`src/rtl/pwm_audio_dac_pkg.sv`:
```
package pwm_audio_dac_pkg;

    typedef enum logic [1:0] {
        ST_IDLE  = 2'd0,
        ST_RUN   = 2'd1,
        ST_DRAIN = 2'd2
    } dac_state_e;

    localparam logic [1:0] RATE_SLOW = 2'd0;
    localparam logic [1:0] RATE_MID  = 2'd1;
    localparam logic [1:0] RATE_FAST = 2'd2;
    localparam logic [1:0] RATE_OFF  = 2'd3;

    localparam int BIT_RUN    = 0;
    localparam int BIT_VMEM   = 2;
    localparam int BIT_SINGLE = 3;
    localparam int BIT_RATE   = 5;

endpackage

```
`src/rtl/pwm_audio_dac_tick.sv`:
```
module pwm_audio_dac_tick #(
    parameter int PRESCALE = 2
) (
    input  logic clk,
    input  logic rst_n,
    input  logic run,
    output logic tick
);
    localparam int PW = (PRESCALE > 1) ? $clog2(PRESCALE) : 1;
    localparam logic [PW-1:0] LAST = PW'(PRESCALE - 1);

    logic [PW-1:0] pre_q;

    assign tick = run && (pre_q == LAST);

    always_ff @(posedge clk or negedge rst_n) begin
        if (!rst_n) begin
            pre_q <= '0;
        end else if (!run || tick) begin
            pre_q <= '0;
        end else begin
            pre_q <= pre_q + 1'b1;
        end
    end
endmodule

```
`src/rtl/pwm_audio_dac_regs.sv`:
```
module pwm_audio_dac_regs
    import pwm_audio_dac_pkg::*;
(
    input  logic       clk,
    input  logic       rst_n,
    input  logic       ctrl_we,
    input  logic [7:0] ctrl_wd,
    input  logic       smp_we,
    input  logic [7:0] smp_wd,
    output logic [7:0] ctrl_q,
    output logic [7:0] smp_q,
    output logic       run_bit,
    output logic       single,
    output logic [1:0] rate
);
    logic vmem_q;

    always_ff @(posedge clk or negedge rst_n) begin
        if (!rst_n) begin
            run_bit <= 1'b0;
            vmem_q  <= 1'b0;
            single  <= 1'b0;
            rate    <= RATE_SLOW;
        end else if (ctrl_we) begin
            run_bit <= ctrl_wd[BIT_RUN];
            vmem_q  <= ctrl_wd[BIT_VMEM];
            single  <= ctrl_wd[BIT_SINGLE];
            rate    <= ctrl_wd[BIT_RATE+1:BIT_RATE];
        end
    end

    always_ff @(posedge clk or negedge rst_n) begin
        if (!rst_n) begin
            smp_q <= '0;
        end else if (smp_we) begin
            smp_q <= smp_wd;
        end
    end

    always_comb begin
        ctrl_q                        = '0;
        ctrl_q[BIT_RUN]               = run_bit;
        ctrl_q[BIT_VMEM]              = vmem_q;
        ctrl_q[BIT_SINGLE]            = single;
        ctrl_q[BIT_RATE+1:BIT_RATE]   = rate;
    end
endmodule

```
`src/rtl/pwm_audio_dac_fsm.sv`:
```
module pwm_audio_dac_fsm
    import pwm_audio_dac_pkg::*;
#(
    parameter int CNT_W = 7,
    parameter int REP_SLOW = 6,
    parameter int REP_MID  = 5,
    parameter int REP_FAST = 4
) (
    input  logic             clk,
    input  logic             rst_n,
    input  logic             tick,
    input  logic             run_bit,
    input  logic [1:0]       rate,
    output dac_state_e       state,
    output logic [CNT_W-1:0] cnt,
    output logic             latch,
    output logic             active
);
    localparam int REP_MAX = (REP_SLOW > REP_MID) ?
                             ((REP_SLOW > REP_FAST) ? REP_SLOW : REP_FAST) :
                             ((REP_MID > REP_FAST) ? REP_MID : REP_FAST);
    localparam int REP_W = $clog2(REP_MAX + 1);
    localparam logic [REP_W-1:0] TGT_SLOW = REP_W'(REP_SLOW - 1);
    localparam logic [REP_W-1:0] TGT_MID  = REP_W'(REP_MID - 1);
    localparam logic [REP_W-1:0] TGT_FAST = REP_W'(REP_FAST - 1);
    localparam logic [CNT_W-1:0] CNT_TOP  = '1;

    dac_state_e       nxt;
    logic [REP_W-1:0] rep_q;
    logic [REP_W-1:0] tgt;
    logic             period_end;
    logic             rate_ok;
    logic             start;

    always_comb begin
        unique case (rate)
            RATE_SLOW: tgt = TGT_SLOW;
            RATE_MID:  tgt = TGT_MID;
            default:   tgt = TGT_FAST;
        endcase
    end

    assign period_end = tick && (cnt == CNT_TOP);
    assign rate_ok    = (rate != RATE_OFF);

    // next-state logic
    always_comb begin
        nxt = state;
        unique case (state)
            ST_IDLE: begin
                if (run_bit && rate_ok) nxt = ST_RUN;            // start
            end
            ST_RUN: begin
                if (!rate_ok)                    nxt = ST_IDLE;  // kill
                else if (!run_bit && period_end) nxt = ST_IDLE;  // stop_now
                else if (!run_bit)               nxt = ST_DRAIN; // stop_req
            end
            ST_DRAIN: begin
                if (!rate_ok)        nxt = ST_IDLE;              // kill
                else if (run_bit)    nxt = ST_RUN;               // resume
                else if (period_end) nxt = ST_IDLE;              // drain_done
            end
            default: nxt = ST_IDLE;
        endcase
    end

    // state register
    always_ff @(posedge clk or negedge rst_n) begin
        if (!rst_n) state <= ST_IDLE;
        else        state <= nxt;
    end

    assign start  = (state == ST_IDLE) && (nxt == ST_RUN);
    assign active = (state != ST_IDLE);

    // outputs of the sequencer: duty counter, repeat counter, latch strobe
    always_ff @(posedge clk or negedge rst_n) begin
        if (!rst_n) begin
            cnt   <= '0;
            rep_q <= '0;
        end else if (state == ST_IDLE) begin
            cnt   <= '0;
            rep_q <= '0;
        end else begin
            if (tick) cnt <= cnt + 1'b1;
            if (state == ST_RUN && period_end) begin
                rep_q <= (rep_q >= tgt) ? '0 : rep_q + 1'b1;
            end
        end
    end

    assign latch = start || ((state == ST_RUN) && period_end && (rep_q >= tgt));
endmodule

```
`src/rtl/pwm_audio_dac_steer.sv`:
```
module pwm_audio_dac_steer
    import pwm_audio_dac_pkg::*;
#(
    parameter int CNT_W = 7,
    parameter int FAST_MAX = 124
) (
    input  logic             clk,
    input  logic             rst_n,
    input  logic             latch,
    input  logic [7:0]       smp_q,
    input  logic             single,
    input  logic [1:0]       rate,
    input  logic             active,
    input  logic [CNT_W-1:0] cnt,
    output logic [7:0]       cur_smp,
    output logic             spk_a,
    output logic             spk_b
);
    localparam logic [CNT_W-1:0] CLAMP = CNT_W'(FAST_MAX);

    logic [CNT_W-1:0] mag;
    logic             hi;

    always_ff @(posedge clk or negedge rst_n) begin
        if (!rst_n)     cur_smp <= '0;
        else if (latch) cur_smp <= smp_q;
    end

    always_comb begin
        mag = single ? cur_smp[7:1] : cur_smp[6:0];
        if (rate == RATE_FAST && mag > CLAMP) mag = CLAMP;
        hi    = active && (rate != RATE_OFF) && (cnt < mag);
        spk_a = hi && (single || !cur_smp[7]);
        spk_b = hi && !single && cur_smp[7];
    end
endmodule

```
`src/rtl/pwm_audio_dac.sv`:
```
module pwm_audio_dac
    import pwm_audio_dac_pkg::*;
#(
    parameter int PRESCALE = 2,
    parameter int CNT_W    = 7,
    parameter int REP_SLOW = 6,
    parameter int REP_MID  = 5,
    parameter int REP_FAST = 4,
    parameter int FAST_MAX = 124
) (
    input  logic       clk,
    input  logic       rst_n,
    input  logic       ctrl_we,
    input  logic [7:0] ctrl_wd,
    input  logic       smp_we,
    input  logic [7:0] smp_wd,
    output logic [7:0] ctrl_q,
    output logic       spk_a,
    output logic       spk_b
);
    logic             run_bit;
    logic             single;
    logic [1:0]       rate;
    logic [7:0]       smp_q;
    logic [7:0]       cur_smp;
    logic             tick_w;
    logic             latch_w;
    logic             active_w;
    logic [CNT_W-1:0] cnt_q;
    dac_state_e       st_q;

    pwm_audio_dac_regs u_regs (
        .clk(clk), .rst_n(rst_n),
        .ctrl_we(ctrl_we), .ctrl_wd(ctrl_wd),
        .smp_we(smp_we), .smp_wd(smp_wd),
        .ctrl_q(ctrl_q), .smp_q(smp_q),
        .run_bit(run_bit), .single(single), .rate(rate)
    );

    pwm_audio_dac_tick #(.PRESCALE(PRESCALE)) u_tick (
        .clk(clk), .rst_n(rst_n), .run(active_w), .tick(tick_w)
    );

    pwm_audio_dac_fsm #(
        .CNT_W(CNT_W), .REP_SLOW(REP_SLOW), .REP_MID(REP_MID), .REP_FAST(REP_FAST)
    ) u_fsm (
        .clk(clk), .rst_n(rst_n), .tick(tick_w),
        .run_bit(run_bit), .rate(rate),
        .state(st_q), .cnt(cnt_q), .latch(latch_w), .active(active_w)
    );

    pwm_audio_dac_steer #(.CNT_W(CNT_W), .FAST_MAX(FAST_MAX)) u_steer (
        .clk(clk), .rst_n(rst_n), .latch(latch_w), .smp_q(smp_q),
        .single(single), .rate(rate), .active(active_w), .cnt(cnt_q),
        .cur_smp(cur_smp), .spk_a(spk_a), .spk_b(spk_b)
    );
endmodule

```
`config.mk`:
```
export PLATFORM = sky130hd
export DESIGN_NAME = pwm_audio_dac
export DESIGN_NICKNAME = d
export VERILOG_FILES = /design/src/rtl/pwm_audio_dac_pkg.sv /design/src/rtl/pwm_audio_dac_tick.sv /design/src/rtl/pwm_audio_dac_regs.sv /design/src/rtl/pwm_audio_dac_fsm.sv /design/src/rtl/pwm_audio_dac_steer.sv /design/src/rtl/pwm_audio_dac.sv
export SDC_FILE = /design/constraint.sdc
export NUM_CORES = 1
export LEC_CHECK = 0
export BUFFER_PORTS_ARGS = -buffer_cell sky130_fd_sc_hd__buf_2
export CORE_MARGIN = 2
export CORE_UTILIZATION = 55
export DETAILED_ROUTE_END_ITERATION = 10
export PLACE_DENSITY = 0.78
export SETUP_SLACK_MARGIN = 0.5
export SLEW_MARGIN = 30
export SYNTH_ARGS = -nofsm -noshare
export SYNTH_HDL_FRONTEND = slang
export SYNTH_SLANG_ARGS = --single-unit
```
`constraint.sdc`:
```
create_clock -name clk -period 2.3 [get_ports clk]
set_clock_uncertainty 0.15 [all_clocks]
set_input_delay 0.23 -clock clk [delete_from_list [all_inputs] [get_ports clk]]
set_output_delay 0.23 -clock clk [all_outputs]
set_load 0.005 [all_outputs]
```
==> results of run 1 <==
sequential cells by signal, indices dropped and copies added (netlist names):
signal,cells
u_regs.vmem_q,1
u_fsm.cnt,7
u_fsm.state,2
u_regs.smp_q,8
u_steer.cur_smp,8
u_regs.single,1
u_fsm.rep_q,3
u_regs.rate,2
u_regs.run_bit,1
u_tick.pre_q,1
worst reg2reg max path: stages, from the launching register on:
cell and delay (ns):
sky130_fd_sc_hd__dfrtp_1 0.41, sky130_fd_sc_hd__buf_6 0.13, sky130_fd_sc_hd__buf_6 0.12, sky130_fd_sc_hd__ha_4 0.23
sky130_fd_sc_hd__a21oi_4 0.14, sky130_fd_sc_hd__o21ai_2 0.09, sky130_fd_sc_hd__a32oi_4 0.21, sky130_fd_sc_hd__buf_12 0.17
sky130_fd_sc_hd__mux2_4 0.30
area by class of cell:
class / instances / area (sq um) / share of cell area
timing repair buffer: 58 / 444 / 0.179
sequential: 34 / 853 / 0.343
clock buffer: 7 / 55.1 / 0.0221
tap: 44 / 55.1 / 0.0221
multi-input combinational: 108 / 1060 / 0.427
inverter: 3 / 11.3 / 0.00453
clock inverter: 1 / 5.00 / 0.00201
path summary, 6_finish.rpt:
path / endpoint / depth (start not counted) / slack, ns
hold / removal: u_regs.rate[1]$_DFFE_PN0P_ / 2 / 0.04
setup / recovery: spk_b / 9 / -0.43
min in group asynchronous: u_tick.pre_q$_DFF_PN0_ / 2 / 0.32
setup reg to reg: u_steer.cur_smp[4]$_DFFE_PN0P_ / 8 / 0.24
hold reg to reg: u_steer.cur_smp[1]$_DFFE_PN0P_ / 1 / 0.36
max in group asynchronous: u_fsm.cnt[1]$_DFFE_PN0P_ / 2 / 1.17
per-layer routing:
layer / up-vias / routed length, um
met2: 53 / 2460
met1: 710 / 1680
li1: 661 / -
met5: - / 0
met4: 0 / 158
met3: 18 / 212
timing repair:
action	in CTS	in global routing
endpoints found under the setup margin	10	11
hold buffers	14	0
pin swaps	7	0
endpoints found under the hold margin	47	0
setup buffers	5	3
cloned	0	0
gates resized for setup	17	10
kinds of logic (layout without fill, tap and decap cells):
group | after synthesis | in the layout
compound gates | 17 | 17
xor+xnor | 6 | 6
fa+ha+maj | 11 | 11
buf+inv | 15 | 69
flops | 34 | 34
mux | 30 | 30
other cells | 1 | 3
simple gates | 41 | 41
per-stage QoR:
stage / setup WS [ns] / utilization / instance area (sq um) / setup TNS (ns)
3_5_place_dp: -0.0988 / 0.673 / 2090 / -0.136
3_3_place_gp: -0.0646 / 0.673 / 2090 / -0.0761
6_report: -0.428 / 0.801 / 2490 / -0.815
2_1_floorplan: 0.118 / - / 1890 / 0
4_1_cts: -0.385 / 0.777 / 2410 / -0.726
5_1_grt: -0.508 / 0.801 / 2490 / -0.954
power groups by stage:
stage | Clock [mW] | Sequential [mW] | Combinational [mW]
after floorplan | 0 | 0.805 | 0.429
after global placement | 0 | 0.803 | 0.617
after detailed placement | 0 | 0.816 | 0.649
after CTS | 0.356 | 0.805 | 0.744
after global routing | 0.376 | 0.841 | 0.889
final | 0.350 | 0.822 | 0.824
cells in the final DEF, fill, tap and decap left out, drive strengths merged, types with 4 or more instances in the layout:
master,netlist,layout
dfrtp,34,34
xnor2,4,4
mux2i,10,10
nand2,10,10
clkbuf,3,7
a21oi,4,4
dlygate4sd3,0,14
ha,11,11
nor2,10,10
buf,9,44
mux2,20,20
==> out/summary.log, run 1 <==
qor: outcome.run_status finished, violations left
qor: outcome.violations negative setup slack
qor: power.total_power 2.00 mW
qor: power.switching_share_of_power 0.333
qor: floorplan.boundaryPins 30
qor: logic_synthesis.synth.yosys.seq_area_share 0.470
qor: sta.rsz0062_at_grt true
qor: floorplan.dieHeight 61.4 um
qor: sta.max_slew_violation_count 0
qor: clock_network.ctsRootBufferMaster sky130_fd_sc_hd__clkbuf_4
qor: logic_synthesis.synthFlopType sky130_fd_sc_hd__dfrtp_1
qor: floorplan.placementRows 20
qor: power.irDropWorstVdd 0.000694 V
qor: worst_hold_path.worstHoldStart ctrl_we
qor: clock_network.cts_buffer_depth 2
qor: drt.antenna_left 0
qor: clock_network.cts-buffers-inserted 5
qor: placed_design.placed_cells 225
qor: sta.timing_worst_slew_pin_value 0.737 ns
qor: drt.dr.first_iter.drc_count 74
qor: worst_setup_path.critical-path-top-delay-family buffers and inverters
qor: global_route.groute.usage.overall 0.251
qor: logic_synthesis.post_synth_main_area_contributors sky130_fd_sc_hd__dfrtp_1, sky130_fd_sc_hd__mux2_2, sky130_fd_sc_hd__ha_1, sky130_fd_sc_hd__mux2i_1, sky130_fd_sc_hd__buf_4
qor: worst_setup_path.worst_path_largest_cell_delay 0.40 ns
qor: sta.max_slew_margin 0.509
qor: logic_synthesis.postSynthAreaPerCell 11.7 sq um
qor: worst_hold_path.worst_hold_path_type input port to flip-flop
qor: clock_network.clkTransAtPathRegs 0.12 ns
qor: worst_setup_path.critPathArrivalTime 2.35 ns
qor: power.static-leakage-power 1.17 nW
qor: logic_synthesis.yosys-mux-area-fraction 0.180
qor: clock_network.tritoncts_clock_tree done
qor: worst_setup_path.crit-reg2reg-launch u_regs.rate[1]$_DFFE_PN0P_
qor: clock_network.clk-insertion-delay-late 0.34 ns
qor: global_route.globalRouteMet2Util 0.451
qor: floorplan.die_footprint 3770 sq um
qor: worst_setup_path.timing.critical_path.cells buf_6, buf_4, mux2i_1, ha_1, nand4_1, nor2_1, a32o_2, nor4b_2, buf_2
qor: logic_synthesis.parity_gate_share_of_the_synthesized_area_counting_xor_and_xnor_cells 0.0290
qor: worst_setup_path.critical_path.startpoint u_regs.single$_DFFE_PN0P_
qor: layout.final_net_count 241
qor: power.share_comb_of_total_power 0.413
qor: sta.worst_slack -0.428 ns
qor: logic_synthesis.synthSimpleGateAreaFrac 0.119
qor: placed_design.port-buffer-count 23
qor: floorplan.core_area 3100 sq um
qor: power.power_frac_clock 0.175
qor: floorplan.die_width 61.4 um
qor: global_route.grt_max_degree 35
qor: global_route.grt_pass1_wl 6.71 mm
qor: worst_setup_path.slowest_cell_on_crit_path sky130_fd_sc_hd__dfrtp_1
qor: layout.fillers 180
qor: drt.num_vias 1442
qor: global_route.grt_overflow 0
qor: drt.vias_per_cell 5.65
qor: sta.finalHoldWorstSlack 0.0427 ns
qor: layout.finalNonFillerCells 255
qor: clock_network.cts_sinks 34
qor: logic_synthesis.portion_of_synthesized_cell_area_occupied_by_the_leading_cell_type 0.470
qor: placed_design.place_congestion 0.772
qor: worst_setup_path.critical_path.n_buffers_inverters 3
qor: drt.remaining_drc_errors 0
qor: floorplan.initial_utilization 0.583
qor: logic_synthesis.ys_warn_count 0
qor: sta.final-hold-violation-count 0
qor: global_route.grt_pass1_vias 1450
qor: logic_synthesis.synth-compound-area-share 0.0753
qor: sta.setup_violations 2
qor: placed_design.dp_hpwl 2.66 mm
qor: clock_network.cts_max_level 2
qor: sta.clock.fmax 367 MHz
qor: worst_setup_path.worst_setup_path_end_kind primary output
qor: sta.finalCriticalPeriod 2.73 ns
qor: layout.layout-area-overhead-vs-synth 37.3%
qor: layout.insertedDiodeCount 0
qor: logic_synthesis.yosys_register_bits 34
qor: global_route.gr-usage-met1 0.293
qor: global_route.groute.layer.met3.usage 0.0462
qor: power.power_report.internal_total 1.33 mW
qor: drt.route.detailed.wl_per_inst 17.7 um
qor: power.powerDensity 803 nW/um^2
qor: logic_synthesis.dominant_combinational_cell_family_by_area_after_synthesis multiplexers
qor: power.switching_power 0.664 mW
qor: worst_setup_path.critPathRequiredTime 1.92 ns
qor: layout.layout-drive-gt1-share 0.464
qor: logic_synthesis.asyncSetResetFlopFracSynth 1.00
qor: logic_synthesis.synth-edff-count 0
qor: drt.routed_wl 4.51 mm
qor: job.cap_violations 0
qor: logic_synthesis.syn_inst 155
qor: worst_setup_path.timing.critical_path.from_type flip-flop
qor: sta.period_utilization_post_route 1.19
qor: global_route.grt_most_used_layer met2
qor: logic_synthesis.synthAdderAreaFrac 0.0760
qor: power.seq_power_share 0.412
qor: worst_setup_path.critical_path.max_fanout 7
qor: logic_synthesis.yosys.cell_types.count 35
qor: logic_synthesis.synth_common_cells sky130_fd_sc_hd__dfrtp_1, sky130_fd_sc_hd__mux2_2, sky130_fd_sc_hd__ha_1
qor: logic_synthesis.synth_most_common_cell sky130_fd_sc_hd__dfrtp_1
qor: worst_setup_path.criticalPathCategory flip-flop to primary output
qor: drt.firstDrtPassIters 4
qor: global_route.grt_antenna_before_repair 0
qor: logic_synthesis.netlist.top_cell.by_area sky130_fd_sc_hd__dfrtp_1
qor: logic_synthesis.netlist_area 1810 sq um
(Power assumes the default switching activity.)
==> run 2: changes to the inputs <==
PLACE_DENSITY = unset   (was 0.78)
PLACE_DENSITY_LB_ADDON = 0.2   (was unset)
==> out/summary.log, run 2 (synthesis results as in run 1) <==
qor: outcome.run_status finished, violations left
qor: outcome.violations negative setup slack
qor: clock_network.cts_buffer_depth 2 [unchanged]
qor: layout.final_net_count 245 [+1.7%]
qor: clock_network.clkTransAtPathRegs 0.11 ns [about the same]
qor: drt.vias_per_cell 5.43 [-4.0%]
qor: power.static-leakage-power 1.20 nW [+3.0%]
qor: layout.layout-drive-gt1-share 0.488 [+0.0239]
qor: worst_setup_path.critical_path.max_fanout 6 [-1]
qor: worst_setup_path.crit-reg2reg-launch u_fsm.cnt[1]$_DFFE_PN0P_
qor: floorplan.placementRows 20 [unchanged]
qor: placed_design.place_congestion 0.770 [-0.29%]
qor: floorplan.die_width 61.4 um [unchanged]
qor: clock_network.cts_sinks 34 [unchanged]
qor: sta.period_utilization_post_route 1.19 [+0.00884]
qor: sta.rsz0062_at_grt true
qor: sta.timing_worst_slew_pin_value 0.755 ns [+0.0181 ns]
qor: placed_design.placed_cells 226 [+0.44%]
qor: floorplan.core_area 3100 sq um [unchanged]
qor: worst_hold_path.worst_hold_path_type input port to flip-flop
qor: drt.top_layer met4
qor: sta.max_slew_violation_count 0 [unchanged]
qor: layout.layout.core_utilization 0.817 [+0.0157]
qor: worst_setup_path.rrSetupSlack 0.14 ns [-0.10 ns]
qor: drt.met2WireLength 2.39 mm [-2.7%]
qor: drt.dr.first_iter.drc_count 63 [-15%]
qor: global_route.grt_antenna_before_repair 0 [unchanged]
qor: sta.clock.fmax 364 MHz [-0.74%]
qor: worst_hold_path.min_to u_regs.rate[1]$_DFFE_PN0P_
qor: placed_design.port-buffer-count 23 [unchanged]
qor: worst_setup_path.criticalPathCategory flip-flop to primary output
qor: power.total_power 1.99 mW [-0.35%]
qor: drt.route.detailed.wl_per_inst 16.5 um [-6.7%]
qor: global_route.grt_pass1_wl 6.72 mm [+0.21%]
qor: floorplan.dieHeight 61.4 um [unchanged]
qor: drt.remaining_drc_errors 0 [unchanged]
qor: clock_network.clk-insertion-delay-late 0.34 ns [about the same]
qor: sta.worst_slack -0.448 ns [-0.0203 ns]
qor: drt.routed_wl 4.27 mm [-5.2%]
qor: layout.insertedDiodeCount 0 [unchanged]
qor: layout.layout-area-overhead-vs-synth 40.0%
qor: floorplan.boundaryPins 30 [unchanged]
qor: global_route.groute.usage.overall 0.252 [+0.000880]
qor: power.irDropWorstVdd 0.000557 V [-20%]
qor: drt.antenna_left 0 [unchanged]
qor: placed_design.detailed_place.area 2100 sq um [+0.36%]
qor: worst_hold_path.holdPathStages 2 [unchanged]
qor: drt.detailed_route_wirelength_on_metal3 129 um [-39%]
qor: power.powerDensity 784 nW/um^2 [-2.3%]
qor: layout.largest_registers u_regs.smp_q: 8 flops, u_steer.cur_smp: 8 flops, u_fsm.cnt: 7 flops
qor: worst_hold_path.worstHoldStart ctrl_we
qor: drt.wirelength_met1 1.71 mm [+1.6%]
qor: global_route.grt_pass1_vias 1431 [-1.3%]
qor: worst_setup_path.critPathArrivalTime 2.37 ns [+0.02 ns]
qor: clock_network.tritoncts_clock_tree done
qor: drt.firstDrtPassIters 4 [unchanged]
qor: worst_setup_path.critPathRequiredTime 1.92 ns [about the same]
qor: layout.stdcell_area 2530 sq um [+2.0%]
qor: sta.setup_violations 2 [unchanged]
qor: worst_setup_path.worst_reg2reg_endpoint u_steer.cur_smp[0]$_DFFE_PN0P_
qor: worst_setup_path.timing.critical_path.from_type flip-flop
qor: placed_design.dp_hpwl 2.76 mm [+3.6%]
qor: floorplan.initial_utilization 0.583 [unchanged]
qor: clock_network.ctsRootBufferMaster sky130_fd_sc_hd__clkbuf_4
qor: layout.most_common_cell_after_layout_fill_and_taps_aside sky130_fd_sc_hd__dfrtp_1
qor: layout.most-common-layout-cells sky130_fd_sc_hd__dfrtp_1, sky130_fd_sc_hd__buf_2, sky130_fd_sc_hd__buf_4
qor: sta.finalCriticalPeriod 2.75 ns [+0.0203 ns]
qor: clock_network.cts_max_level 2 [unchanged]
qor: drt.num_vias 1406 [-2.5%]
qor: clock_network.cts-buffers-inserted 5 [unchanged]
qor: worst_setup_path.critical_path.startpoint u_regs.single$_DFFE_PN0P_
qor: global_route.grt_max_degree 35 [unchanged]
qor: worst_setup_path.worst_setup_path_end_kind primary output
qor: sta.final-hold-violation-count 0 [unchanged]
qor: floorplan.die_footprint 3770 sq um [unchanged]
qor: global_route.grt_overflow 0 [unchanged]
qor: worst_setup_path.worstRegToRegCells 8 [unchanged]
qor: job.cap_violations 0 [unchanged]
qor: sta.max_slew_margin 0.497 [-0.0121]
qor: layout.finalNonFillerCells 259 [+1.6%]
[run 2: routing by layer]
layer  up-vias  track usage
met5         -            0
met4         0       0.0973
met2        27        0.460
met3         6       0.0504
met1       705        0.288
li1        668            -
[run 2: area by class of cell]
type	instances	area, sq um
Clock buffer	7	55.1
Clock inverter	1	5.00
Fill cell	196	568
Inverter	3	11.3
Multi-Input combinational cell	108	1070
Sequential cell	34	852
Tap cell	44	55.1
Timing Repair Buffer	62	485
[run 2: where the power goes]
group	switching (mW)	internal (mW)	leakage (nW)
clock	0.205	0.148	0.0353
sequential	0.0949	0.709	0.422
combinational	0.348	0.484	0.747
[run 2: worst max-delay path, cell delays in order (launching register included)]
cell and delay (ns):
sky130_fd_sc_hd__dfrtp_1 0.42, sky130_fd_sc_hd__buf_6 0.16, sky130_fd_sc_hd__mux2i_2 0.21, sky130_fd_sc_hd__ha_1 0.28, sky130_fd_sc_hd__a21o_1 0.17, sky130_fd_sc_hd__a21o_1 0.17
sky130_fd_sc_hd__a32o_2 0.24, sky130_fd_sc_hd__nor4_2 0.22, sky130_fd_sc_hd__buf_2 0.15
[run 2: through the flow]
| stage | hold WS, ns | worst slack [ns] | setup TNS, ns |
|---|---|---|---|
| after floorplan | -0.216 | 0.118 | 0 |
| after global placement | 0.174 | -0.0542 | -0.0555 |
| after detailed placement | 0.188 | -0.106 | -0.211 |
| after CTS | 0.00312 | -0.464 | -0.872 |
| after global routing | 0.0372 | -0.573 | -1.11 |
| final | 0.0433 | -0.448 | -0.854 |
[run 2: how the worst max path moves through the flow]
stage	to	slack, ns	depth (start not counted)
5_1_grt	spk_a	-0.57	8
3_5_place_dp	spk_b	-0.11	8
3_3_place_gp	spk_b	-0.05	9
4_1_cts	spk_a	-0.46	8
6_report	spk_a	-0.45	8
2_1_floorplan	spk_b	0.12	7
[run 2: what timing repair did]
action / CTS / global route
hold endpoints to repair: 47 / 0
pin swaps: 10 / 3
hold buffers: 14 / 0
setup buffers: 9 / 2
resized for setup: 21 / 11
endpoints found under the setup margin: 10 / 13
==> run 3: changes to the inputs <==
clock period = 2.7 ns   (was 2.3 ns; I/O delays follow)
==> out/summary.log, run 3 (synthesis results as in run 1) <==
qor: placed_design.place_worst_setup_slack 0.232 ns [+0.338 ns]
qor: clock_network.tritoncts_clock_tree done
qor: worst_setup_path.critPathArrivalTime 2.32 ns [-0.05 ns]
qor: layout.largest_registers u_regs.smp_q: 8 flops, u_steer.cur_smp: 8 flops, u_fsm.cnt: 7 flops
qor: placed_design.dp_hpwl 2.57 mm [-6.8%]
qor: sta.max_slew_violation_count 0 [unchanged]
qor: floorplan.initial_utilization 0.583 [unchanged]
qor: worst_hold_path.holdPathStages 2 [unchanged]
qor: clock_network.clk-insertion-delay-late 0.34 ns [about the same]
qor: worst_hold_path.worst_hold_path_type input port to flip-flop
qor: drt.detailed_route_wirelength_on_metal3 117 um [-9.3%]
qor: worst_setup_path.worst_setup_path_end_kind primary output
qor: worst_hold_path.min_to u_regs.smp_q[7]$_DFFE_PN0P_
qor: worst_setup_path.critical_path.startpoint u_regs.single$_DFFE_PN0P_
qor: clock_network.cts_sinks 34 [unchanged]
qor: worst_setup_path.crit-reg2reg-launch u_regs.rate[1]$_DFFE_PN0P_
qor: clock_network.clkTransAtPathRegs 0.11 ns [about the same]
qor: sta.max_slew_margin 0.506 [+0.00881]
qor: floorplan.boundaryPins 30 [unchanged]
qor: drt.vias_per_cell 5.42 [-0.15%]
qor: sta.period_utilization_post_route 1.01
qor: layout.stdcell_area 2250 sq um [-11%]
qor: worst_setup_path.critPathRequiredTime 2.28 ns [+0.36 ns]
qor: worst_setup_path.rrSetupSlack 0.56 ns [+0.42 ns]
qor: worst_setup_path.timing.critical_path.from_type flip-flop
qor: floorplan.die_width 61.4 um [unchanged]
qor: global_route.grt_overflow 0 [unchanged]
qor: clock_network.cts_max_level 2 [unchanged]
qor: sta.finalCriticalPeriod 2.74 ns
qor: worst_setup_path.worstRegToRegCells 8 [unchanged]
qor: layout.finalNonFillerCells 238 [-8.1%]
qor: floorplan.die_footprint 3770 sq um [unchanged]
qor: sta.worst_slack -0.0358 ns [+0.413 ns]
qor: drt.dr.first_iter.drc_count 20 [-68%]
qor: layout.most-common-layout-cells sky130_fd_sc_hd__dfrtp_1, sky130_fd_sc_hd__buf_2, sky130_fd_sc_hd__mux2_2
qor: global_route.grt_pass1_wl 5.93 mm [-12%]
qor: sta.clock.fmax 366 MHz
qor: drt.firstDrtPassIters 2 [-2]
qor: worst_setup_path.criticalPathCategory flip-flop to primary output
qor: layout.layout-area-overhead-vs-synth 24.4%
qor: outcome.run_status finished, violations left
qor: floorplan.dieHeight 61.4 um [unchanged]
qor: power.irDropWorstVdd 0.000668 V [+20%]
qor: global_route.grt_antenna_before_repair 0 [unchanged]
qor: placed_design.placed_cells 215 [-4.9%]
qor: floorplan.placementRows 20 [unchanged]
qor: placed_design.port-buffer-count 23 [unchanged]
qor: sta.timing.setup.tns -0.0358 ns [+0.818 ns]
qor: drt.routed_wl 3.57 mm [-17%]
qor: global_route.groute.usage.overall 0.220 [-0.0317]
qor: global_route.grt_max_degree 35 [unchanged]
qor: drt.antenna_left 0 [unchanged]
qor: floorplan.core_area 3100 sq um [unchanged]
qor: placed_design.detailed_place.area 1960 sq um [-6.6%]
qor: layout.most_common_cell_after_layout_fill_and_taps_aside sky130_fd_sc_hd__dfrtp_1
qor: drt.num_vias 1290 [-8.3%]
qor: layout.layout.core_utilization 0.726 [-0.0911]
qor: sta.setup_violations 1 [-1]
qor: layout.layout-drive-gt1-share 0.412 [-0.0760]
qor: clock_network.ctsRootBufferMaster sky130_fd_sc_hd__clkbuf_4
qor: power.static-leakage-power 1.07 nW [-11%]
qor: sta.rsz0062_at_grt true
qor: drt.wirelength_met1 1.44 mm [-16%]
qor: sta.final-hold-violation-count 0 [unchanged]
qor: outcome.violations negative setup slack
qor: global_route.grt_pass1_vias 1367 [-4.5%]
qor: clock_network.cts-buffers-inserted 5 [unchanged]
qor: clock_network.cts_buffer_depth 2 [unchanged]
qor: drt.route.detailed.wl_per_inst 15.0 um [-9.2%]
qor: placed_design.place_congestion 0.837 [+8.7%]
qor: drt.met2WireLength 1.93 mm [-19%]
qor: worst_setup_path.worst_reg2reg_endpoint u_steer.cur_smp[2]$_DFFE_PN0P_
qor: layout.final_net_count 224 [-8.6%]
qor: sta.timing_worst_slew_pin_value 0.742 ns [-0.0132 ns]
qor: power.powerDensity 758 nW/um^2 [-3.3%]
qor: drt.top_layer met4
qor: drt.remaining_drc_errors 0 [unchanged]
qor: worst_setup_path.critical_path.max_fanout 4 [-2]
qor: layout.insertedDiodeCount 0 [unchanged]
qor: worst_hold_path.worstHoldStart smp_wd[7]
qor: job.cap_violations 0 [unchanged]
-- run 3: what timing repair did --
action	4_1_cts	5_1_grt
endpoints found under the setup margin	3	10
setup buffers	6	3
pin swaps	11	1
resized for setup	9	4
hold endpoints to repair	36	3
hold buffers	3	3
-- run 3: layer usage --
layer | vias to the layer above | global-route usage
met2 | 21 | 0.403
met5 | - | 0
met1 | 638 | 0.247
li1 | 621 | -
met3 | 10 | 0.0630
met4 | 0 | 0.0669
-- run 3: worst max-delay path, cell delays in order (launching register included) --
cell	delay, ns
sky130_fd_sc_hd__dfrtp_2	0.46
sky130_fd_sc_hd__buf_6	0.13
sky130_fd_sc_hd__mux2i_2	0.14
sky130_fd_sc_hd__ha_1	0.32
sky130_fd_sc_hd__a21o_1	0.19
sky130_fd_sc_hd__a21o_1	0.15
sky130_fd_sc_hd__a32o_2	0.25
sky130_fd_sc_hd__nor4b_2	0.20
sky130_fd_sc_hd__buf_2	0.15
-- run 3: cell type report --
cell class	count	area [sq um]
Fill cell	234	851
Tap cell	44	55.1
Clock inverter	2	60.1
Multi-Input combinational cell	108	937
Inverter	3	11.3
Timing Repair Buffer	41	285
Sequential cell	34	852
Clock buffer	6	51.3
-- run 3: per-stage QoR --
step / hold slack (ns) / total power, mW
global route: 0.00245 / 1.82
global placement: 0.219 / 1.09
floorplan: -0.176 / 1.01
finish: 0.0109 / 1.71
CTS: 0.00156 / 1.68
detailed placement: 0.231 / 1.12
-- run 3: how the worst max path moves through the flow --
stage,to,slack [ns]
2_1_floorplan,spk_b,0.48
3_3_place_gp,spk_b,0.27
3_5_place_dp,spk_b,0.23
4_1_cts,spk_b,-0.05
5_1_grt,spk_b,-0.21
6_report,spk_b,-0.04
-- run 3: report_power, final --
group | internal [mW] | switching (mW)
sequential | 0.604 | 0.0979
clock | 0.314 | 0.174
combinational | 0.296 | 0.223
